### config.mk
export PLATFORM = sky130hd
export DESIGN_NAME = lin_bus_timer_sup
export DESIGN_NICKNAME = d
export VERILOG_FILES = /design/src/rtl/lbt_pkg.sv /design/src/rtl/lbt_tick_cnt.sv /design/src/rtl/lbt_sup_fsm.sv /design/src/rtl/lin_bus_timer_sup.sv
export SDC_FILE = /design/constraint.sdc
export NUM_CORES = 1
export LEC_CHECK = 0
export BUFFER_PORTS_ARGS = -buffer_cell sky130_fd_sc_hd__buf_2
export CAP_MARGIN = 20
export CORE_MARGIN = 10
export CORE_UTILIZATION = 57
export DETAILED_ROUTE_END_ITERATION = 8
export PLACE_DENSITY = 0.75
export SETUP_SLACK_MARGIN = 0.5
export SLEW_MARGIN = 5
export SYNTH_ARGS = -nofsm -noshare
export SYNTH_HDL_FRONTEND = slang
export SYNTH_SLANG_ARGS = --single-unit
### constraint.sdc
create_clock -name clk -period 2.4 [get_ports clk]
set_input_delay 0.24 -clock clk [delete_from_list [all_inputs] [get_ports clk]]
set_output_delay 0.24 -clock clk [all_outputs]
set_load 0.05 [all_outputs]
### src/rtl/lbt_pkg.sv
package lbt_pkg;

    typedef enum logic [1:0] {
        NODE_AWAKE  = 2'd0,
        NODE_ASLEEP = 2'd1,
        NODE_WAKING = 2'd2
    } node_state_e;

    typedef struct packed {
        logic clr;
        logic inc;
    } cnt_ctl_s;

    // period = base + step * select
    function automatic int unsigned sel_period(input int unsigned base,
                                               input int unsigned step,
                                               input logic [1:0] sel);
        return base + step * int'(sel);
    endfunction

endpackage

### src/rtl/lbt_tick_cnt.sv
module lbt_tick_cnt
    import lbt_pkg::*;
#(
    parameter int unsigned W = 14
) (
    input  logic           clk,
    input  logic           rst,
    input  cnt_ctl_s       ctl,
    output logic [W-1:0]   cnt
);
    localparam logic [W-1:0] CNT_MAX = {W{1'b1}};

    always_ff @(posedge clk) begin
        if (rst || ctl.clr) begin
            cnt <= '0;
        end else if (ctl.inc && cnt != CNT_MAX) begin
            cnt <= cnt + W'(1);
        end
    end

    assert_no_wrap_R12: assert property (@(posedge clk) disable iff (rst)
        (cnt == CNT_MAX && ctl.inc && !ctl.clr) |=> (cnt == CNT_MAX));

    assert_hold_no_tick_R12: assert property (@(posedge clk) disable iff (rst)
        (!ctl.inc && !ctl.clr) |=> $stable(cnt));

endmodule

### src/rtl/lbt_sup_fsm.sv
module lbt_sup_fsm
    import lbt_pkg::*;
#(
    parameter int unsigned CNT_W     = 14,
    parameter int unsigned IDLE_BASE = 4000,
    parameter int unsigned IDLE_STEP = 2000,
    parameter int unsigned RPT_BASE  = 180,
    parameter int unsigned RPT_STEP  = 20,
    parameter int unsigned SYNC_WIN  = 150,
    parameter int unsigned TRIES     = 3
) (
    input  logic             clk,
    input  logic             rst,
    input  logic             tick_i,
    input  logic             bus_act_i,
    input  logic             sync_det_i,
    input  logic             wake_req_i,
    input  logic             sleep_frm_i,
    input  logic [1:0]       idle_sel_i,
    input  logic [1:0]       rpt_sel_i,
    input  logic [CNT_W-1:0] idle_cnt,
    input  logic [CNT_W-1:0] win_cnt,
    output cnt_ctl_s         idle_ctl,
    output cnt_ctl_s         win_ctl,
    output logic             wup_pulse_o,
    output logic             idle_to_o,
    output logic             sync_to_o,
    output logic             sleep_o
);
    localparam int unsigned   TRY_W     = $clog2(TRIES + 1);
    localparam logic [TRY_W-1:0] TRY_LAST = TRY_W'(TRIES);
    localparam logic [CNT_W-1:0] SYNC_LAST = CNT_W'(SYNC_WIN - 1);

    node_state_e      st, st_n;
    logic [TRY_W-1:0] tries, tries_n;
    logic             pulse_n, flag_n, sto_n;
    logic [CNT_W-1:0] idle_lim, rpt_lim;

    always_comb begin
        idle_lim = CNT_W'(sel_period(IDLE_BASE, IDLE_STEP, idle_sel_i));
        rpt_lim  = CNT_W'(sel_period(RPT_BASE, RPT_STEP, rpt_sel_i));
    end

    always_comb begin
        st_n     = st;
        tries_n  = tries;
        pulse_n  = 1'b0;
        sto_n    = 1'b0;
        flag_n   = idle_to_o & ~bus_act_i;
        idle_ctl = '{clr: 1'b1, inc: 1'b0};
        win_ctl  = '{clr: 1'b1, inc: 1'b0};
        case (st)
            NODE_AWAKE: begin
                if (sleep_frm_i) begin
                    st_n = NODE_ASLEEP;
                end else if (!bus_act_i) begin
                    idle_ctl = '{clr: 1'b0, inc: tick_i};
                    if (tick_i && idle_cnt >= idle_lim - CNT_W'(1)) begin
                        flag_n = 1'b1;
                        st_n   = NODE_ASLEEP;
                    end
                end
            end
            NODE_ASLEEP: begin
                if (wake_req_i) begin
                    st_n    = NODE_WAKING;
                    pulse_n = 1'b1;
                    tries_n = TRY_W'(1);
                end
            end
            NODE_WAKING: begin
                if (sync_det_i) begin
                    st_n = NODE_AWAKE;
                end else begin
                    win_ctl = '{clr: 1'b0, inc: tick_i};
                    if (tick_i) begin
                        if (tries < TRY_LAST && win_cnt >= rpt_lim - CNT_W'(1)) begin
                            pulse_n     = 1'b1;
                            tries_n     = tries + TRY_W'(1);
                            win_ctl.clr = 1'b1;
                        end else if (tries >= TRY_LAST && win_cnt >= SYNC_LAST) begin
                            sto_n = 1'b1;
                            st_n  = NODE_ASLEEP;
                        end
                    end
                end
            end
            default: st_n = NODE_AWAKE;
        endcase
    end

    always_ff @(posedge clk) begin
        if (rst) begin
            st          <= NODE_AWAKE;
            tries       <= '0;
            wup_pulse_o <= 1'b0;
            idle_to_o   <= 1'b0;
            sync_to_o   <= 1'b0;
        end else begin
            st          <= st_n;
            tries       <= tries_n;
            wup_pulse_o <= pulse_n;
            idle_to_o   <= flag_n;
            sync_to_o   <= sto_n;
        end
    end

    assign sleep_o = (st == NODE_ASLEEP);

    assert_idle_sleeps_R6: assert property (@(posedge clk) disable iff (rst)
        $rose(idle_to_o) |-> sleep_o);

    assert_sleep_frame_R5: assert property (@(posedge clk) disable iff (rst)
        (st == NODE_AWAKE && sleep_frm_i) |=> (sleep_o && !$rose(idle_to_o)));

    assert_single_pulse_R7: assert property (@(posedge clk) disable iff (rst)
        wup_pulse_o |=> !wup_pulse_o);

    assert_sync_wakes_R8: assert property (@(posedge clk) disable iff (rst)
        (st == NODE_WAKING && sync_det_i) |=> (!sleep_o && !sync_to_o && !wup_pulse_o));

    assert_timeout_sleeps_R10: assert property (@(posedge clk) disable iff (rst)
        sync_to_o |-> sleep_o);

    assert_wake_ignored_R11: assert property (@(posedge clk) disable iff (rst)
        (st == NODE_AWAKE && wake_req_i) |=> !wup_pulse_o);

endmodule

### src/rtl/lin_bus_timer_sup.sv
module lin_bus_timer_sup
    import lbt_pkg::*;
#(
    parameter int unsigned IDLE_BASE = 4000,
    parameter int unsigned IDLE_STEP = 2000,
    parameter int unsigned RPT_BASE  = 180,
    parameter int unsigned RPT_STEP  = 20,
    parameter int unsigned SYNC_WIN  = 150,
    parameter int unsigned TRIES     = 3
) (
    input  logic       clk,
    input  logic       rst,
    input  logic       tick_i,
    input  logic       bus_act_i,
    input  logic       sync_det_i,
    input  logic       wake_req_i,
    input  logic       sleep_frm_i,
    input  logic [1:0] idle_sel_i,
    input  logic [1:0] rpt_sel_i,
    output logic       wup_pulse_o,
    output logic       idle_to_o,
    output logic       sync_to_o,
    output logic       sleep_o
);
    localparam int unsigned IDLE_MAX = IDLE_BASE + 3 * IDLE_STEP;
    localparam int unsigned CNT_W    = $clog2(IDLE_MAX + 1);

    cnt_ctl_s         idle_ctl, win_ctl;
    logic [CNT_W-1:0] idle_cnt, win_cnt;

    lbt_tick_cnt #(.W(CNT_W)) u_idle_cnt (
        .clk (clk),
        .rst (rst),
        .ctl (idle_ctl),
        .cnt (idle_cnt)
    );

    lbt_tick_cnt #(.W(CNT_W)) u_win_cnt (
        .clk (clk),
        .rst (rst),
        .ctl (win_ctl),
        .cnt (win_cnt)
    );

    lbt_sup_fsm #(
        .CNT_W     (CNT_W),
        .IDLE_BASE (IDLE_BASE),
        .IDLE_STEP (IDLE_STEP),
        .RPT_BASE  (RPT_BASE),
        .RPT_STEP  (RPT_STEP),
        .SYNC_WIN  (SYNC_WIN),
        .TRIES     (TRIES)
    ) u_fsm (
        .clk         (clk),
        .rst         (rst),
        .tick_i      (tick_i),
        .bus_act_i   (bus_act_i),
        .sync_det_i  (sync_det_i),
        .wake_req_i  (wake_req_i),
        .sleep_frm_i (sleep_frm_i),
        .idle_sel_i  (idle_sel_i),
        .rpt_sel_i   (rpt_sel_i),
        .idle_cnt    (idle_cnt),
        .win_cnt     (win_cnt),
        .idle_ctl    (idle_ctl),
        .win_ctl     (win_ctl),
        .wup_pulse_o (wup_pulse_o),
        .idle_to_o   (idle_to_o),
        .sync_to_o   (sync_to_o),
        .sleep_o     (sleep_o)
    );

endmodule

==> metrics.md, run 1 <==
| Metric | Value |
|---|---|
| Outcome | `finished clean` |
| Synth Area in Compound Gates | `11.7%` |
| Max H-tree Level | `2` |
| Maximum root-to-sink buffer count | `2` |
| Pleak | `1.00 nW` |
| Share of layout cells above drive strength 1 | `17.4%` |
| Fmax | `between 500 and 600 MHz` |
| WHS Path Cells | `3` |
| Endpoints failing hold | `0` |
| Design Power | `around 1.4 mW` |
| Post-layout minimum cycle time | `between 1500 and 2000 ps` |
| IO Port Bufs | `14` |
| Final ANT Viol Nets | `0` |
| Vias per cell | `roughly 5.6` |
| Row Count | `23` |
| XOR/XNOR share of the synthesized area | `8.87%` |
| Critical Path Fanout Max | `3` |
| I/O pin count | `15` |
| Core area | `between 4000 and 5000 um2` |
| FF-to-FF Start | `u_idle_cnt.cnt[9]` |
| Initial antenna violation count | `0` |
| Largest net degree at the start of global routing | `16` |
| Main combinational cell family by area after synthesis | `simple AND/OR/NAND/NOR gates` |
| First-pass GRT wire length | `between 8000 and 9000 um` |
| Clock power frac | `33.6%` |
| Required time of the critical path | `2610 ps` |
| Clock transition at path regs | `70 ps` |
| Synth area leaders | `dfxtp_1 (30%), ha_1 (16%), xnor2_1 (8.5%), nor2_1 (6.5%), nand3_1 (3.0%)` |
| Max Clock Skew | `~7.3 ps` |
| Cell Area, Synth | `2370 um2` |
| Internal | `between 0.9 and 1 mW` |
| Max Slew Vio Count | `0` |
| Ys async rst share | `0%` |
| DP Wirelength | `roughly 3700 um` |
| Clock sinks | `35` |
| Top post-synthesis cells by count | `nor2_1 (41), dfxtp_1 (35), ha_1 (31)` |
| Pwr dens | `roughly 520 nW/um2` |
| Iter 0 DRT Violations | `84` |
| Worst setup EP type | `register` |
| Register share of total power | `about 44%` |
| Worst R2R Path Depth | `5` |
| Final Util | `roughly two thirds` |
| Area fraction in and, or, nand and nor cells after synthesis | `roughly 28%` |
| Total global-route track usage | `~14%` |
| Combinational cell fraction of total power | `22.3%` |
| Sequential area share after synthesis | `between 20% and 30%` |
| Via count of the routed design | `roughly 2000` |
| Slew @ Worst Pin | `~640 ps` |
| Hold Crit Start | `wake_req_i` |
| Nets@finish | `345` |
| Max VDD drop | `around 0.00054 V` |
| Switch share | `29.6%` |
| Mapped Cells | `around 280` |
| DIE HEIGHT | `84.5 um` |
| CTS tree | `built` |
| Crit Path Class | `in -> reg` |
| Unrepaired setup endpoints after global routing | `yes` |
| Hold Path End | `u_fsm.wup_pulse_o` |
| Clock root cell | `clkbuf_8` |
| CTS Buf Count | `5` |
| Startpoint Class | `primary input` |
| Vias in the first global route | `between 1500 and 2000` |
| Setup TNS | `0 ps` |
| Synth Flop Type | `dfxtp_1` |
| Routability cong. | `0.851` |
| DR DRC count | `0` |
| Fill count | `356` |
| Reg2reg setup slack | `approximately 620 ps` |
| Final setup vio count | `0` |
| Count of different cell masters after synthesis | `50` |
| Die area | `around 7100 um2` |
| Share of the synthesized area in the top cell type | `29.6%` |
| Post-synth EDFFs | `0` |
| Dominant cell by count in the synthesized netlist | `nor2_1` |
| Adder-Cell Fraction of Synth Area | `16.4%` |
| Period utilization | `between 70 and 80%` |
| Crit Reg-Reg Endpoint | `u_idle_cnt.cnt[7]` |
| Chip Width | `roughly 84 um` |
| MaxCap Viol Count | `0` |
| Max-slew headroom | `between 50% and 60%` |
| Drt total wl | `roughly 4900 um` |
| Inst Count DP | `344` |
| Critical Path AT | `2010 ps` |
| Wire per inst | `between 10 and 15 um` |
| # diodes | `0` |
| Net Sw Power | `just over 0.4 mW` |
| Synthesized area per cell | `roughly 8.4 um2` |
| Yosys reg bits | `35` |
| Area Growth Syn to Fin | `14.2%` |
| Initial core utilization | `approximately 59%` |
| Fin cells | `354` |
| Synth Warn # | `0` |
| Drt pass-1 iters | `4` |
| Min-Delay Path Class | `in -> reg` |
| Remaining global-route overflow | `0` |
| Synth area leader | `dfxtp_1` |
| Mux cell area share after synthesis | `1.27%` |
| Clock latency on the worst-skew pair | `around 290 ps` |
## layout make-up
cell class	instances	area [um2]	area share (%)
Tap cell	50	62.6	2.31
Multi-Input combinational cell	224	1660	61.5
Sequential cell	35	703	26.0
Inverter	18	67.6	2.50
Clock buffer	8	100	3.70
Timing Repair Buffer	19	110	4.07
## worst max-delay path, cell delays in order
cell	delay [ps]
buf_2	120
inv_2	50
ha_1	280
inv_2	70
nor2_1	50
ha_1	270
and4_4	230
a311oi_2	110
a211oi_2	340
mux2i_1	250
## placed cells by master (no fill, tap or decap), types with 6 or more instances in the layout
cell,count
nand2b_1,9
xnor2_1,23
nand2_1,18
clkbuf_8,7
nor2_1,41
nor4_1,7
buf_2,13
a21oi_1,12
nand3_1,14
nor3_1,6
dfxtp_1,33
ha_1,30
o21ai_0,7
inv_1,14
buf_4,6
## power by group through the flow
| stage | sequential [mW] | clock (mW) | combinational (mW) |
|---|---|---|---|
| 3_3_place_gp | 0.630 | 0 | 0.273 |
| 3_5_place_dp | 0.631 | 0 | 0.280 |
| 5_1_grt | 0.622 | 0.503 | 0.346 |
| 4_1_cts | 0.618 | 0.482 | 0.290 |
| 6_report | 0.618 | 0.470 | 0.312 |
| 2_1_floorplan | 0.630 | 0 | 0.215 |
## flip-flops by register name, summed over array words and instances (netlist names)
| signal | count |
|---|---|
| u_fsm.idle_to_o | 1 |
| u_fsm.st | 2 |
| u_fsm.sync_to_o | 1 |
| u_fsm.tries | 2 |
| u_fsm.wup_pulse_o | 1 |
| u_idle_cnt.cnt | 14 |
| u_win_cnt.cnt | 14 |
## how the worst max path moves through the flow
stage / cells past startpoint / from / end / slack [ps]
2_1_floorplan: 10 / rpt_sel_i[0] / u_win_cnt.cnt[10] / 470
3_3_place_gp: 10 / rpt_sel_i[0] / u_fsm.tries[0] / 260
3_5_place_dp: 10 / rpt_sel_i[0] / u_fsm.tries[0] / 110
4_1_cts: 10 / rpt_sel_i[0] / u_fsm.tries[0] / 480
5_1_grt: 5 / u_idle_cnt.cnt[9] / u_idle_cnt.cnt[7] / 470
6_report: 10 / idle_sel_i[1] / u_fsm.st[1] / 600
## through the flow
| step | setup slack (ps) | cell area, um2 | hold slack (ps) |
|---|---|---|---|
| 6_report | 603 | 2710 | 230 |
| 5_1_grt | 473 | 2710 | 241 |
| 4_1_cts | 476 | 2620 | 224 |
| 3_5_place_dp | 114 | 2510 | 455 |
| 3_3_place_gp | 259 | 2510 | 431 |
| 2_1_floorplan | 475 | 2380 | 400 |
## cell families after synthesis
| kind of cell | count (synthesis) |
|---|---|
| other cells | 1 |
| simple gates | 124 |
| mux | 3 |
| compound gates | 40 |
| xor+xnor | 24 |
| buf+inv | 23 |
| fa+ha+maj | 31 |
| flops | 35 |
## metal layers
layer / up-vias / share of wire (%) / global-route usage [%]
met1: 927 / 46 / 15.8
met4: 0 / 1.3 / 4.49
met2: 35 / 49 / 24.9
li1: 1028 / - / -
met5: - / 0 / 0
met3: 7 / 3.5 / 3.67
## repair_timing
item	CTS	global route
gates resized for setup	2	21
endpoints found under the setup margin	3	29
hold buffers	0	0
pin swaps	0	7
buffers inserted	0	2
cloned	0	0
(Power assumes the default switching activity.)
==> run 2: changes to the inputs <==
ABC_AREA = 1   (was not set)
CORE_UTILIZATION = 55   (was 57)
clock period = 1.58 ns   (was 2.4 ns; I/O delays follow)
==> run 2 against run 1 <==
  * The run now ends with negative setup slack left
  * Hold slack worse by 110 ps
  * Count of clock-buffer cells in the layout down 1
  * Via count up 69%
  * Combinational power rose to 4.2 times the previous value
  * Routed wire length up 140%
  * Register-to-register slack worse by 750 ps
  * Synthesized area up 9.1%
  * Setup slack worse by 740 ps
  * Die area up 9.9%
  * Clock power up 46%
  * Non-clock buffer count up 54
==> metrics.md, run 2 <==
| Metric | Value |
|---|---|
| Clock transition at path regs | `90 ps (+20 ps)` |
| # diodes | `0 (unchanged)` |
| Synthesized area per cell | `6.63 um2 (-21%)` |
| Vias in the first global route | `2928 (+52%)` |
| Commonest non-fill, non-tap cell in the layout | `nand2_1` |
| Endpoints failing hold | `0 (unchanged)` |
| DIE HEIGHT | `88.6 um (+4.8%)` |
| Final Cell Area | `4200 um2 (+55%)` |
| Share of layout cells above drive strength 1 | `51.0% (+34 points)` |
| Unrepaired setup endpoints after global routing | `yes` |
| Final setup vio count | `33 (+33)` |
| Cell Area, Synth | `2590 um2 (+9.1%)` |
| Count of different cell masters after synthesis | `32 (-36%)` |
| Chip Width | `88.6 um (+4.8%)` |
| Top post-synthesis cells by count | `nand2_1 (106), inv_1 (60), nor2_1 (41)` |
| First-pass GRT wire length | `13200 um (+53%)` |
| Vias per cell | `6.49 (+15%)` |
| Failing checks | `negative setup slack` |
| Drt total wl | `11800 um (+140%)` |
| Max VDD drop | `0.000964 V (+78%)` |
| CTS Buf Count | `5 (unchanged)` |
| Dominant cell by count in the synthesized netlist | `nand2_1` |
| Area Growth Syn to Fin | `62.3%` |
| Post-layout minimum cycle time | `~1700 ps` |
| Drt pass-1 iters | `5 (+1)` |
| Outcome | `finished with violations` |
| Pwr dens | `706 nW/um2 (+36%)` |
| Iter 0 DRT Violations | `385 (+360%)` |
| Initial core utilization | `58.2% (-1.1 points)` |
| Maximum root-to-sink buffer count | `2 (unchanged)` |
| Synth area leader | `dfxtp_1` |
| Via count of the routed design | `3380 (+69%)` |
| Commonest non-fill, non-tap cells in the layout | `nand2_1 (73), inv_1 (46), buf_4 (46), nor2_1 (29), nand2_2 (23)` |
| Nets@finish | `510 (+48%)` |
| Ys async rst share | `0% (unchanged)` |
| DP Wirelength | `4680 um (+27%)` |
| DR DRC count | `0 (unchanged)` |
| Min-Delay Path Class | `in -> reg` |
| Synth area leaders | `dfxtp_1 (27%), nand2_1 (15%), ha_1 (15%), inv_1 (8.7%), nor2_1 (6.0%)` |
| Max H-tree Level | `2 (unchanged)` |
| Max Clock Skew | `18.6 ps (+11.3 ps)` |
| Biggest registers after layout | `u_idle_cnt.cnt: 14 flops, u_win_cnt.cnt: 14 flops` |
| Clock latency on the worst-skew pair | `320 ps (+30 ps)` |
| Synth Warn # | `0 (unchanged)` |
| Initial antenna violation count | `0 (unchanged)` |
| Placed cell area | `3210 um2 (+28%)` |
| Startpoint Class | `register` |
| Share of the synthesized area in the top cell type | `27.1% (-2.5 points)` |
| Pre-CTS setup slack | `-380 ps (-493 ps)` |
| Critical Path Fanout Max | `4 (+1)` |
| Worst setup EP type | `register` |
| I/O pin count | `15 (unchanged)` |
| Routability cong. | `0.875 (+2.9%)` |
| Die area | `7840 um2 (+9.9%)` |
| IO Port Bufs | `14 (unchanged)` |
| Clock sinks | `35 (unchanged)` |
| Critical Path AT | `1910 ps (-100 ps)` |
| Core area | `4440 um2 (+11%)` |
| Largest net degree at the start of global routing | `16 (unchanged)` |
| Max Slew Vio Count | `0 (unchanged)` |
| Sequential area share after synthesis | `27.1% (-2.5 points)` |
| Mapped Cells | `390 (+39%)` |
| Clock root cell | `clkbuf_8` |
| Period utilization | `109%` |
| CTS Hold Bufs | `0 (unchanged)` |
| Row Count | `24 (+4.3%)` |
| Pleak | `1.71 nW (+70%)` |
| Required time of the critical path | `1780 ps (-830 ps)` |
| Wire per inst | `22.6 um (+62%)` |
| MaxCap Viol Count | `0 (unchanged)` |
| Synth Flop Type | `dfxtp_1` |
| Final WS setup | `-135 ps (-738 ps)` |
| Post-synth EDFFs | `0 (unchanged)` |
| Total global-route track usage | `20.9% (+6.9 points)` |
| Remaining global-route overflow | `0 (unchanged)` |
| Fmax | `~580 MHz` |
| CTS tree | `built` |
| Crit Path Class | `reg -> reg` |
| Yosys reg bits | `35 (unchanged)` |
| Final ANT Viol Nets | `0 (unchanged)` |
## run 2: cell types whose count changed after synthesis, moves of 5 or more
cell,delta
nor4_1,-9
a21oi_2,+5
xor2_1,+9
nand2_1,+88
inv_1,+42
nand2b_1,-9
a21oi_1,+12
nand3_1,+14
xnor2_1,-19
## run 2: layer usage
metal  vias up  global-route usage (%)  routed length (um)
met5         -                       0                   0
met4         0                    11.2                1050
met3       134                    3.49                1060
met2       303                    39.6                5700
met1      1548                    21.4                3990
li1       1395                       -                   -
## run 2: kinds of logic (layout without fill, tap and decap cells)
logic type	Yosys count	count (layout)	synth area share [%]
simple gates	197	198	32.4
buf+inv	67	144	10.5
compound gates	45	45	10.1
flops	35	35	27.1
fa+ha+maj	31	31	15.0
xor+xnor	14	14	4.74
other cells	1	2	0.145
## run 2: critical path, cell delays in order, from the launching register on
cell     delay [ps]
dfxtp_4         380
buf_4           130
buf_4           120
nand2_1         140
nor2_1          300
nand2_1         110
nor2_1          140
xnor2_1         180
nor2_1          120
## run 2: stage by stage
stage               util (%)  total power, mW  cells  hold slack, ps  TNS [ps]
finish                  94.4             2.96    521             123     -1950
global route            94.4             3.05    521             133     -4390
CTS                     86.2             2.69    514            87.0         0
detailed placement      72.2             1.84    493             391     -6330
global placement        72.2             1.81    493             383     -5870
floorplan                  -             1.59    391             235      -673
## run 2: path summary, 6_finish.rpt
kind / start / to / slack (ps) / cells past startpoint
setup / recovery: u_win_cnt.cnt[3] / u_win_cnt.cnt[7] / -130 / 8
hold / removal: rst / u_fsm.sync_to_o / 120 / 2
setup reg to reg: u_win_cnt.cnt[3] / u_win_cnt.cnt[7] / -130 / 8
hold reg to reg: u_win_cnt.cnt[13] / u_win_cnt.cnt[13] / 530 / 2
## run 2: report_power, final
part / switching (mW) / total, mW / internal [mW]
Sequential: 0.0416 / 0.959 / 0.917
Clock: 0.378 / 0.688 / 0.310
Combinational: 0.777 / 1.31 / 0.537
Total: 1.20 / 2.96 / 1.77
## run 2: layout make-up
cell class                 count  area, um2
clock buffer                   7       76.3
clock inverter                 1       5.00
fill                         130        248
multi-input combinational    290       2350
timing repair inverter         1       6.26
sequential                    35        746
tap                           52       65.1
inverter                      62        295
timing repair buffer          73        649
## run 2: repair_timing
| action | CTS | global route |
|---|---|---|
| setup buffers | 10 | 7 |
| pin swaps | 35 | 32 |
| setup endpoints to repair | 36 | 36 |
| gates resized for setup | 103 | 80 |
| cloned | 3 | 0 |
